## src/rtl/pllseq_pkg.sv

```systemverilog
package pllseq_pkg;

  // Single-cycle commands from the sequencer to the datapath
  typedef struct packed {
    logic pwrSet;
    logic pwrClr;
    logic isoSet;
    logic isoClr;
    logic enSet;
    logic enClr;
    logic divSet;
    logic divClr;
    logic tunSet;
    logic tunClr;
    logic tunRestore;
    logic rstSet;
    logic rstClr;
    logic fieldWr;
    logic reqLatch;
    logic waitShort;
    logic waitLong;
  } seqStb_t;

  typedef enum logic [4:0] {
    ST_IDLE,
    ST_UP_PWR,
    ST_UP_W1,
    ST_UP_ISO,
    ST_UP_W2,
    ST_UP_EN,
    ST_UP_DIV,
    ST_UP_TUN,
    ST_UP_W3,
    ST_UP_RST,
    ST_DN_RST,
    ST_DN_TUN,
    ST_DN_DIV,
    ST_DN_EN,
    ST_DN_ISO,
    ST_DN_PWR,
    ST_RT_TOFF,
    ST_RT_WR,
    ST_RT_TON,
    ST_RT_W
  } seqSt_t;

endpackage

```

## src/rtl/pllseq_ctrl.sv

```systemverilog
module pllseq_ctrl
  import pllseq_pkg::*;
#(
  parameter bit HAS_RST = 1'b1
) (
  input  logic    clk,
  input  logic    rst_n,
  input  logic    reqUp,
  input  logic    reqDown,
  input  logic    reqRetune,
  input  logic    waitDone,
  output seqStb_t stb,
  output logic    busy,
  output logic    done
);

  seqSt_t stQ, stNxt;

  always_comb begin
    stNxt = stQ;
    stb   = '0;
    unique case (stQ)
      ST_IDLE: begin
        // fixed priority: up, then down, then retune
        if (reqUp) begin
          stNxt = ST_UP_PWR;
        end else if (reqDown) begin
          stNxt = ST_DN_RST;
        end else if (reqRetune) begin
          stNxt        = ST_RT_TOFF;
          stb.reqLatch = 1'b1;
        end
      end
      ST_UP_PWR: begin
        stb.pwrSet    = 1'b1;
        stb.waitShort = 1'b1;
        stNxt         = ST_UP_W1;
      end
      ST_UP_W1:  if (waitDone) stNxt = ST_UP_ISO;
      ST_UP_ISO: begin
        stb.isoClr    = 1'b1;
        stb.waitShort = 1'b1;
        stNxt         = ST_UP_W2;
      end
      ST_UP_W2:  if (waitDone) stNxt = ST_UP_EN;
      ST_UP_EN: begin
        stb.enSet = 1'b1;
        stNxt     = ST_UP_DIV;
      end
      ST_UP_DIV: begin
        stb.divSet = 1'b1;
        stNxt      = ST_UP_TUN;
      end
      ST_UP_TUN: begin
        stb.tunSet   = 1'b1;
        stb.waitLong = 1'b1;
        stNxt        = ST_UP_W3;
      end
      ST_UP_W3: begin
        if (waitDone) stNxt = HAS_RST ? ST_UP_RST : ST_IDLE;
      end
      ST_UP_RST: begin
        stb.rstSet = 1'b1;
        stNxt      = ST_IDLE;
      end
      ST_DN_RST: begin
        stb.rstClr = 1'b1;
        stNxt      = ST_DN_TUN;
      end
      ST_DN_TUN: begin
        stb.tunClr = 1'b1;
        stNxt      = ST_DN_DIV;
      end
      ST_DN_DIV: begin
        stb.divClr = 1'b1;
        stNxt      = ST_DN_EN;
      end
      ST_DN_EN: begin
        stb.enClr = 1'b1;
        stNxt     = ST_DN_ISO;
      end
      ST_DN_ISO: begin
        stb.isoSet = 1'b1;
        stNxt      = ST_DN_PWR;
      end
      ST_DN_PWR: begin
        stb.pwrClr = 1'b1;
        stNxt      = ST_IDLE;
      end
      ST_RT_TOFF: begin
        stb.tunClr = 1'b1;
        stNxt      = ST_RT_WR;
      end
      ST_RT_WR: begin
        stb.fieldWr = 1'b1;
        stNxt       = ST_RT_TON;
      end
      ST_RT_TON: begin
        stb.tunRestore = 1'b1;
        stb.waitLong   = 1'b1;
        stNxt          = ST_RT_W;
      end
      ST_RT_W:   if (waitDone) stNxt = ST_IDLE;
      default:   stNxt = ST_IDLE;
    endcase
  end

  always_ff @(posedge clk or negedge rst_n) begin
    if (!rst_n) begin
      stQ  <= ST_IDLE;
      done <= 1'b0;
    end else begin
      stQ  <= stNxt;
      done <= (stQ != ST_IDLE) && (stNxt == ST_IDLE);
    end
  end

  assign busy = (stQ != ST_IDLE);

  // done lasts one cycle
  p_done_single_r9: assert property (@(posedge clk) disable iff (!rst_n)
    done |=> !done);

  // busy only drops together with a done pulse
  p_busy_ends_done_r9: assert property (@(posedge clk) disable iff (!rst_n)
    $fell(busy) |-> done);

  // a wait is only started once the previous one has run out
  p_wait_free_r2: assert property (@(posedge clk) disable iff (!rst_n)
    (stb.waitShort || stb.waitLong) |-> waitDone);

endmodule

```

## src/rtl/pllseq_dp.sv

```systemverilog
module pllseq_dp
  import pllseq_pkg::*;
#(
  parameter int             CYC_PER_US = 50,
  parameter int             SHORT_US   = 1,
  parameter int             LONG_US    = 20,
  parameter int             CODE_W     = 22,
  parameter int             EXP_W      = 3,
  parameter int             NDIV       = 2,
  parameter logic [NDIV-1:0] DIV_MASK  = '1,
  parameter bit             HAS_RST    = 1'b1
) (
  input  logic              clk,
  input  logic              rst_n,
  input  seqStb_t           stb,
  input  logic [CODE_W-1:0] newCode,
  input  logic [EXP_W-1:0]  newExp,
  output logic              waitDone,
  output logic              pwrOn,
  output logic              isoEn,
  output logic              pllEn,
  output logic [NDIV-1:0]   divEn,
  output logic              tunerEn,
  output logic              rstBar,
  output logic [CODE_W-1:0] codeOut,
  output logic [EXP_W-1:0]  expOut,
  output logic              codeChg
);

  localparam int SHORT_CYC = SHORT_US * CYC_PER_US;
  localparam int LONG_CYC  = LONG_US * CYC_PER_US;
  localparam int CNT_W     = $clog2(LONG_CYC + 1);

  logic [CNT_W-1:0]  cntQ;
  logic [CODE_W-1:0] pendCode;
  logic [EXP_W-1:0]  pendExp;

  // settle timer
  always_ff @(posedge clk or negedge rst_n) begin
    if (!rst_n) begin
      cntQ <= '0;
    end else if (stb.waitLong) begin
      cntQ <= CNT_W'(LONG_CYC);
    end else if (stb.waitShort) begin
      cntQ <= CNT_W'(SHORT_CYC);
    end else if (cntQ != '0) begin
      cntQ <= cntQ - 1'b1;
    end
  end

  assign waitDone = (cntQ == '0);

  // power, isolation, enable, tuner
  always_ff @(posedge clk or negedge rst_n) begin
    if (!rst_n) begin
      pwrOn   <= 1'b0;
      isoEn   <= 1'b1;
      pllEn   <= 1'b0;
      tunerEn <= 1'b0;
    end else begin
      if (stb.pwrSet) pwrOn <= 1'b1;
      else if (stb.pwrClr) pwrOn <= 1'b0;
      if (stb.isoSet) isoEn <= 1'b1;
      else if (stb.isoClr) isoEn <= 1'b0;
      if (stb.enSet) pllEn <= 1'b1;
      else if (stb.enClr) pllEn <= 1'b0;
      if (stb.tunSet) tunerEn <= 1'b1;
      else if (stb.tunRestore) tunerEn <= pllEn;
      else if (stb.tunClr) tunerEn <= 1'b0;
    end
  end

  // divider-output enables, only those selected by the mask exist
  for (genvar i = 0; i < NDIV; i++) begin : g_div
    if (DIV_MASK[i]) begin : g_on
      logic bitQ;
      always_ff @(posedge clk or negedge rst_n) begin
        if (!rst_n) bitQ <= 1'b0;
        else if (stb.divSet) bitQ <= 1'b1;
        else if (stb.divClr) bitQ <= 1'b0;
      end
      assign divEn[i] = bitQ;
    end else begin : g_off
      assign divEn[i] = 1'b0;
    end
  end

  // optional active-low reset release
  if (HAS_RST) begin : g_rst
    logic rstQ;
    always_ff @(posedge clk or negedge rst_n) begin
      if (!rst_n) rstQ <= 1'b0;
      else if (stb.rstSet) rstQ <= 1'b1;
      else if (stb.rstClr) rstQ <= 1'b0;
    end
    assign rstBar = rstQ;

    // the reset is released only while the PLL is enabled
    p_rst_needs_en_r5: assert property (@(posedge clk) disable iff (!rst_n)
      rstBar |-> pllEn);
  end else begin : g_norst
    assign rstBar = 1'b0;
  end

  // retune fields: captured at request, applied together
  always_ff @(posedge clk or negedge rst_n) begin
    if (!rst_n) begin
      pendCode <= '0;
      pendExp  <= '0;
      codeOut  <= '0;
      expOut   <= '0;
      codeChg  <= 1'b0;
    end else begin
      if (stb.reqLatch) begin
        pendCode <= newCode;
        pendExp  <= newExp;
      end
      if (stb.fieldWr) begin
        codeOut <= pendCode;
        expOut  <= pendExp;
      end
      codeChg <= stb.fieldWr;
    end
  end

  // isolation held whenever power is off
  p_iso_when_off_r11: assert property (@(posedge clk) disable iff (!rst_n)
    !pwrOn |-> isoEn);

  // enable only on a powered, unisolated macro
  p_en_needs_power_r11: assert property (@(posedge clk) disable iff (!rst_n)
    pllEn |-> (pwrOn && !isoEn));

  // tuner runs only with the PLL enabled
  p_tuner_needs_en_r3: assert property (@(posedge clk) disable iff (!rst_n)
    tunerEn |-> pllEn);

  // fields move only with the strobe
  p_field_strobe_r12: assert property (@(posedge clk) disable iff (!rst_n)
    !$stable({codeOut, expOut}) |-> codeChg);

  // tuner is off while the fields change
  p_tuner_off_write_r6: assert property (@(posedge clk) disable iff (!rst_n)
    codeChg |-> !tunerEn);

endmodule

```

## src/rtl/pllseq_top.sv

```systemverilog
module pllseq_top
  import pllseq_pkg::*;
#(
  parameter int             CYC_PER_US = 50,
  parameter int             SHORT_US   = 1,
  parameter int             LONG_US    = 20,
  parameter int             CODE_W     = 22,
  parameter int             EXP_W      = 3,
  parameter int             NDIV       = 2,
  parameter logic [NDIV-1:0] DIV_MASK  = '1,
  parameter bit             HAS_RST    = 1'b1
) (
  input  logic              clk,
  input  logic              rst_n,
  input  logic              reqUp,
  input  logic              reqDown,
  input  logic              reqRetune,
  input  logic [CODE_W-1:0] newCode,
  input  logic [EXP_W-1:0]  newExp,
  output logic              busy,
  output logic              done,
  output logic              enabled,
  output logic              pwrOn,
  output logic              isoEn,
  output logic              pllEn,
  output logic [NDIV-1:0]   divEn,
  output logic              tunerEn,
  output logic              rstBar,
  output logic [CODE_W-1:0] codeOut,
  output logic [EXP_W-1:0]  expOut,
  output logic              codeChg
);

  seqStb_t stb;
  logic    waitDone;

  pllseq_ctrl #(.HAS_RST(HAS_RST)) u_ctrl (
    .clk      (clk),
    .rst_n    (rst_n),
    .reqUp    (reqUp),
    .reqDown  (reqDown),
    .reqRetune(reqRetune),
    .waitDone (waitDone),
    .stb      (stb),
    .busy     (busy),
    .done     (done)
  );

  pllseq_dp #(
    .CYC_PER_US(CYC_PER_US),
    .SHORT_US  (SHORT_US),
    .LONG_US   (LONG_US),
    .CODE_W    (CODE_W),
    .EXP_W     (EXP_W),
    .NDIV      (NDIV),
    .DIV_MASK  (DIV_MASK),
    .HAS_RST   (HAS_RST)
  ) u_dp (
    .clk     (clk),
    .rst_n   (rst_n),
    .stb     (stb),
    .newCode (newCode),
    .newExp  (newExp),
    .waitDone(waitDone),
    .pwrOn   (pwrOn),
    .isoEn   (isoEn),
    .pllEn   (pllEn),
    .divEn   (divEn),
    .tunerEn (tunerEn),
    .rstBar  (rstBar),
    .codeOut (codeOut),
    .expOut  (expOut),
    .codeChg (codeChg)
  );

  assign enabled = pllEn;

endmodule

```

## config.mk

```make
export PLATFORM = sky130hd
export DESIGN_NAME = pllseq_top
export DESIGN_NICKNAME = d
export VERILOG_FILES = /design/src/rtl/pllseq_pkg.sv /design/src/rtl/pllseq_ctrl.sv /design/src/rtl/pllseq_dp.sv /design/src/rtl/pllseq_top.sv
export SDC_FILE = /design/constraint.sdc
export NUM_CORES = 1
export LEC_CHECK = 0
export ABC_AREA = 0
export BUFFER_PORTS_ARGS = -buffer_cell sky130_fd_sc_hd__buf_2
export CAP_MARGIN = 20
export CORE_MARGIN = 2
export CORE_UTILIZATION = 55
export DETAILED_ROUTE_END_ITERATION = 8
export GPL_ROUTABILITY_DRIVEN = 0
export MAX_ROUTING_LAYER = met4
export PLACE_DENSITY_LB_ADDON = 0.15
export SLEW_MARGIN = 20
export SYNTH_ARGS = -nofsm -noshare
export SYNTH_HDL_FRONTEND = slang
export SYNTH_SLANG_ARGS = --single-unit
export TNS_END_PERCENT = 20
```

## constraint.sdc

```tcl
create_clock -name clk -period 4.1 [get_ports clk]
set_clock_uncertainty 0.2 [all_clocks]
set_input_delay 0.82 -clock clk [delete_from_list [all_inputs] [get_ports clk]]
set_output_delay 0.82 -clock clk [all_outputs]
set_load 0.05 [all_outputs]
```

==> results of run 1 <==
report_power, final:
part           switching [W]  leakage (nW)  internal (W)
registers           0.000226         0.934      0.000975
logic               0.000652         0.907      0.000384
clock network       0.000259        0.0981      0.000293
total                0.00114          1.94       0.00165
final cells by class:
| class | count | area [um2] | area share [%] |
|---|---|---|---|
| clock buffers | 10 | 138 | 3.62 |
| clock inverters | 5 | 56.3 | 1.48 |
| multi-input cells | 218 | 1310 | 34.5 |
| well taps | 75 | 93.8 | 2.47 |
| flip-flops and latches | 73 | 1830 | 48.1 |
| repair buffers | 68 | 348 | 9.15 |
| inverters | 7 | 26.3 | 0.691 |
registers in the layout, indices dropped and copies added, names as in the netlist, 3 cells and up:
| signal | cells |
|---|---|
| u_ctrl.stQ | 5 |
| u_dp.pendCode | 22 |
| u_dp.pendExp | 3 |
| u_dp.expOut | 3 |
| u_dp.cntQ | 10 |
| u_dp.codeOut | 22 |
routing by layer:
layer / track usage (%) / routed length, um / up-vias
met5: - / 0 / -
met4: 7.63 / 114 / 0
met3: 5.44 / 302 / 10
met2: 33.1 / 3050 / 70
met1: 29.6 / 2920 / 1113
li1: - / - / 1172
cell families after synthesis:
kind of cell             after synthesis
AO/OA/AOI/OAI                         39
XOR/XNOR                              11
adder cells (fa/ha/maj)                1
buffers and inverters                 23
flip-flops                            73
multiplexers                          25
AND/OR/NAND/NOR                      142
worst register-to-register path, stage by stage (launching register included):
cell,delay (ps)
dfrtp_1,710
nor2_2,170
nand3_1,130
buf_4,290
clkinv_1,630
nand2_1,280
nand2_1,70
through the flow:
| step | util, % | hold WS (ps) |
|---|---|---|
| after floorplan | - | 232 |
| after global placement | 62.0 | 241 |
| after detailed placement | 62.0 | 252 |
| after CTS | 65.4 | 194 |
| after global routing | 65.4 | 209 |
| final | 65.4 | 203 |
cell usage in the layout (no fill, tap or decap), drive strengths merged, types with 2 or more instances in the layout:
cell type  netlist  final
nor2            14     14
nand2           90     90
xor2             6      6
and2b            3      3
clkbuf           8     10
a31oi            2      2
xnor2            5      5
buf              8     68
o21bai           2      2
dfrtp           72     72
a21boi           2      2
nor2b            2      2
o21ai           21     21
or4b             2      2
nand3            6      6
nor3             7      7
or2              2      2
inv              6      6
a32oi            2      2
nand2b           6      6
or4              2      2
clkinv           1      4
mux2            25     25
a21oi            4      4
how the worst max path moves through the flow:
stage	endpoint	slack, ps	cells past startpoint
floorplan	u_dp.pendCode[10]$_DFFE_PN0P_	1770	7
global placement	u_dp.codeOut[4]$_DFFE_PN0P_	1580	6
detailed placement	u_dp.codeOut[19]$_DFFE_PN0P_	1510	6
CTS	busy	1290	4
global route	busy	1150	4
finish	busy	1290	4
==> impl_metrics.csv, run 1 <==
group,metric,value,unit
status,status,"completed",
clock_network,numCtsBuffers,9,
worst_setup_path,worstPathArrival,1790,ps
drt,remaining_drc_errors,0,
sta,finalSetupViolCount,0,
placement,placed_area,0.00361,mm2
sta,slew_viol_final,0,
worst_setup_path,worst-path-buf-inv,2,
yosys,yosysWarningCount,0,
floorplan,dieArea,0.00657,mm2
yosys,synth_ff_type,"dfrtp_1",
yosys,synth.top_cell.area_share,55.2,%
clock_network,clk_latency,340,ps
yosys,ys_seq_elements,73,
yosys,synthMuxAreaShare,8.62,%
finish,n_antenna_cell,0,
drt,via_per_inst,5.19,
finish,syn2layout_area_growth,16.4,%
global_route,grt_max_degree,58,
sta,hold_violations,0,
sta,timing.final.ws_setup,1290,ps
clock_network,tritoncts_num_sinks,73,
sta,fin_crit,2810,ps
worst_setup_path,crit_required,3080,ps
yosys,synth_compound_area_share,7.39,%
pwr,p_leak,1.94,nW
finish,drive_gt1_share,32.0,%
global_route,grtUsageTotal,22.1,%
floorplan,die_y,81.1,um
worst_setup_path,crit_family,"flip-flops",
finish,instances_no_fill,456,
finish,postLayoutCellArea,0.00380,mm2
worst_setup_path,r2r-end,"u_dp.codeOut[8]$_DFFE_PN0P_",
yosys,async_flop_share,100,%
worst_setup_path,crit_path_top_delay_cell,"dfrtp_1",
finish,fillCellCount,491,
floorplan,start_util,56.2,%
yosys,netlist_area,0.00327,mm2
yosys,synth_commonest_cells,"nand2_1, dfrtp_1, mux2_2",
yosys,ys_types,49,
global_route,gr-total-overflow,0,
worst_setup_path,r2r_start,"u_ctrl.stQ[2]$_DFF_PN0_",
yosys,netlist_instances,314,
worst_setup_path,reg2reg_setup_slack,1520,ps
floorplan,die_w,81.1,um
global_route,antenna_found_initial,0,
drt,drtIter0Drc,175,
clock_network,cts_tree,"built",
sta,fmax,0.355,GHz
worst_hold_path,hp-class,"input pin to async pin",
worst_setup_path,critPathKind,"register to output port",
clock_network,cts-hold-fix-buffers,0,
clock_network,cts_setup_buffers,0,
placement,placed_cells,441,
yosys,synthSimpleGateAreaFrac,20.8,%
global_route,grt_pass1_vias,2289,
placement,io_buffers,65,
worst_setup_path,critPathCaptureType,"output port",
drt,drtPass1Iterations,4,
worst_setup_path,worst_r2r_path_depth,6,
global_route,grt_pass1_wl,10.7,mm
clock_network,clkTransAtPathRegs,80,ps
yosys,synth_top_family_by_area,"simple AND/OR/NAND/NOR gates",
drt,routed-via-count,2365,
worst_setup_path,crit_path_cell_trace,"nor2_2, and3_1, inv_2, buf_2",
pwr,finalPower,0.00279,W
sta,slew_headroom,54.0,%
sta,fin_setup_tns,0,ps
yosys,synth_edf_count,0,
floorplan,core,0.00582,mm2
placement,dp_hpwl,4.26,mm
floorplan,io_pins,66,
clock_network,max-clock-path-buffers,2,
yosys,synth_top_area_cell,"dfrtp_1",
placement,preCtsSetupSlack,1510,ps
sta,finalCritPeriodShare,68.6,%
floorplan,num_rows,28,
yosys,synth_nets,345,
clock_network,h-tree-depth,3,
sta,worst_pin_slew,686,ps
clock_network,clockRootBuffer,"clkbuf_8",
worst_setup_path,worstSetupStartpointType,"register",
yosys,synth.avg_cell_area,10.4,um2
worst_setup_path,max_stage_delay,710,ps
worst_setup_path,crit_fanout,19,
drt,drt-total-wl,6.39,mm
flow_run,cap_violations,0,
yosys,synthAdderAreaFrac,0.383,%
yosys,synth_xor_xnor_area_share,2.95,%
finish,nNetsFinal,408,
yosys,synthTopCellsByArea,"dfrtp_1, nand2_1, mux2_2",
sta,rsz0062_at_grt,"no",
yosys,yosysSeqAreaShare,56.0,%
yosys,synth_most_common_cell,"nand2_1",
drt,ant_nets,0,
pwr,ir_drop,401,uV
pwr,power_density,733,mW/mm2
worst_setup_path,startpoint,"u_ctrl.stQ[2]$_DFF_PN0_",
drt,avgRoutedWirePerCell,14.0,um
clock_network,cts-resized-gates,0,
No activity file was read; power rests on OpenSTA's default activity.
==> run 2: changes to the inputs <==
--- a/config.mk
+++ b/config.mk
@@ -9,7 +9,7 @@
 export BUFFER_PORTS_ARGS = -buffer_cell sky130_fd_sc_hd__buf_2
 export CAP_MARGIN = 20
 export CORE_MARGIN = 2
-export CORE_UTILIZATION = 55
+export CORE_UTILIZATION = 49
 export DETAILED_ROUTE_END_ITERATION = 8
 export GPL_ROUTABILITY_DRIVEN = 0
 export MAX_ROUTING_LAYER = met4
==> constraint.sdc (replaced) <==
create_clock -name clk -period 2.58 [get_ports clk]
set_clock_uncertainty 0.2 [all_clocks]
set_input_delay 0.516 -clock clk [delete_from_list [all_inputs] [get_ports clk]]
set_output_delay 0.516 -clock clk [all_outputs]
set_load 0.05 [all_outputs]
==> impl_metrics.csv, run 2 (synthesis gave the netlist of run 1 again) <==
group,metric,value,unit
clock_network,cts_tree,"built",
placement,io_buffers,65,
pwr,power_density,1160,mW/mm2
clock_network,clkTransAtPathRegs,80,ps
sta,slew_viol_final,0,
clock_network,h-tree-depth,3,
worst_setup_path,critPathCaptureType,"register",
sta,slew_headroom,53.8,%
finish,final_cell_mix,"nand2_1, dfrtp_1, buf_2",
sta,finalCritPeriodShare,86.8,%
floorplan,io_pins,66,
placement,placed_area,0.00370,mm2
finish,n_antenna_cell,0,
clock_network,cts_setup_buffers,0,
finish,postLayoutCellArea,0.00390,mm2
worst_setup_path,worstPathArrival,2260,ps
drt,drt-total-wl,6.65,mm
pwr,ir_drop,655,uV
global_route,grt_max_degree,33,
global_route,grtUsageTotal,20.8,%
status,status,"completed",
floorplan,die_w,85.7,um
clock_network,cts-resized-gates,0,
drt,avgRoutedWirePerCell,14.2,um
worst_setup_path,crit_fanout,5,
global_route,grt_pass1_vias,2443,
placement,dp_hpwl,4.53,mm
sta,fin_setup_tns,0,ps
sta,fin_crit,2240,ps
finish,reg_top3,"u_dp.codeOut x22, u_dp.pendCode x22, u_dp.cntQ x10",
worst_setup_path,worstSetupStartpointType,"register",
floorplan,start_util,51.2,%
global_route,gr-total-overflow,0,
sta,hold_violations,0,
finish,layout_commonest_cell,"nand2_1",
worst_setup_path,max_stage_delay,580,ps
clock_network,tritoncts_num_sinks,73,
floorplan,die_y,85.7,um
floorplan,num_rows,29,
flow_run,cap_violations,0,
clock_network,cts-hold-fix-buffers,0,
sta,worst_pin_slew,693,ps
clock_network,clockRootBuffer,"clkbuf_8",
drt,routed-via-count,2440,
sta,rsz0062_at_grt,"no",
clock_network,clk_latency,340,ps
clock_network,numCtsBuffers,9,
finish,syn2layout_area_growth,19.4,%
worst_setup_path,critPathKind,"register to register",
worst_hold_path,hp-class,"input pin to async pin",
sta,finalSetupViolCount,0,
finish,nNetsFinal,417,
drt,via_per_inst,5.21,
worst_setup_path,crit_required,2600,ps
drt,drtIter0Drc,142,
pwr,p_leak,1.99,nW
global_route,antenna_found_initial,0,
finish,drive_gt1_share,33.5,%
clock_network,max-clock-path-buffers,2,
drt,drtPass1Iterations,4,
worst_setup_path,crit_path_cell_trace,"or4_4, or4b_4, nand3_1, xor2_1, a21boi_0",
drt,ant_nets,0,
worst_setup_path,crit_path_top_delay_cell,"or4_4",
floorplan,dieArea,0.00734,mm2
floorplan,core,0.00639,mm2
pwr,finalPower,0.00453,W
global_route,grt_pass1_wl,11.6,mm
drt,remaining_drc_errors,0,
sta,fmax,0.446,GHz
run 2: cell types whose count changed in the layout (fill, tap and decap cells not counted), sizes merged:
cell,delta
buf,+9
clkinvlp,+1
clkinv,-1
clkbuf,+1
run 2: per-stage QoR:
stage,hold slack [ps],setup WS [ps],cells,utilization [%]
finish,15.9,339,468,61.1
floorplan,20.4,253,314,-
global route,69.2,235,468,61.1
detailed placement,250,340,452,58.0
CTS,42.9,325,468,61.1
global placement,245,390,452,58.0
run 2: worst paths after layout:
kind                                          startpoint                       endpoint  slack, ps  cells past startpoint
hold reg to reg            u_dp.pendCode[20]$_DFFE_PN0P_   u_dp.codeOut[20]$_DFFE_PN0P_        270                      2
setup / recovery                u_dp.cntQ[3]$_DFFE_PN0P_       u_dp.cntQ[4]$_DFFE_PN0P_        340                      5
hold / removal                                     rst_n       u_dp.cntQ[9]$_DFFE_PN0P_         20                      1
setup reg to reg                u_dp.cntQ[3]$_DFFE_PN0P_       u_dp.cntQ[4]$_DFFE_PN0P_        340                      5
max in group asynchronous                          rst_n   u_dp.codeOut[21]$_DFFE_PN0P_       1520                      2
min in group clk                             newCode[19]  u_dp.pendCode[19]$_DFFE_PN0P_        200                      2
run 2: power breakdown:
| part | internal [W] | total, W | switching, W |
|---|---|---|---|
| Clock | 0.000470 | 0.000889 | 0.000419 |
| Sequential | 0.00155 | 0.00182 | 0.000273 |
| Combinational | 0.000671 | 0.00181 | 0.00114 |
run 2: layout make-up:
type | instances | area, um2
clock inverters | 5 | 55.1
multi-input cells | 218 | 1310
flip-flops and latches | 73 | 1830
inverters | 7 | 26.3
repair buffers | 77 | 440
clock buffers | 11 | 141
fillers | 537 | 2490
well taps | 77 | 96.3
run 2: per-layer routing:
layer | wire length, um | up-vias | part of all wire (%) | track usage, %
met3 | 324 | 7 | 4.9 | 5.39
met1 | 3100 | 1186 | 47 | 27.6
met2 | 3150 | 60 | 47 | 30.8
met4 | 70 | 0 | 1.1 | 7.79
li1 | - | 1187 | - | -
met5 | 0 | - | 0 | -
run 2: worst max-delay path, delay by kind of cell, from the launching register on:
kind	cells	cell delay [ps]
flops	1	410
simple gates	3	1280
xor+xnor	1	140
compound gates	1	90
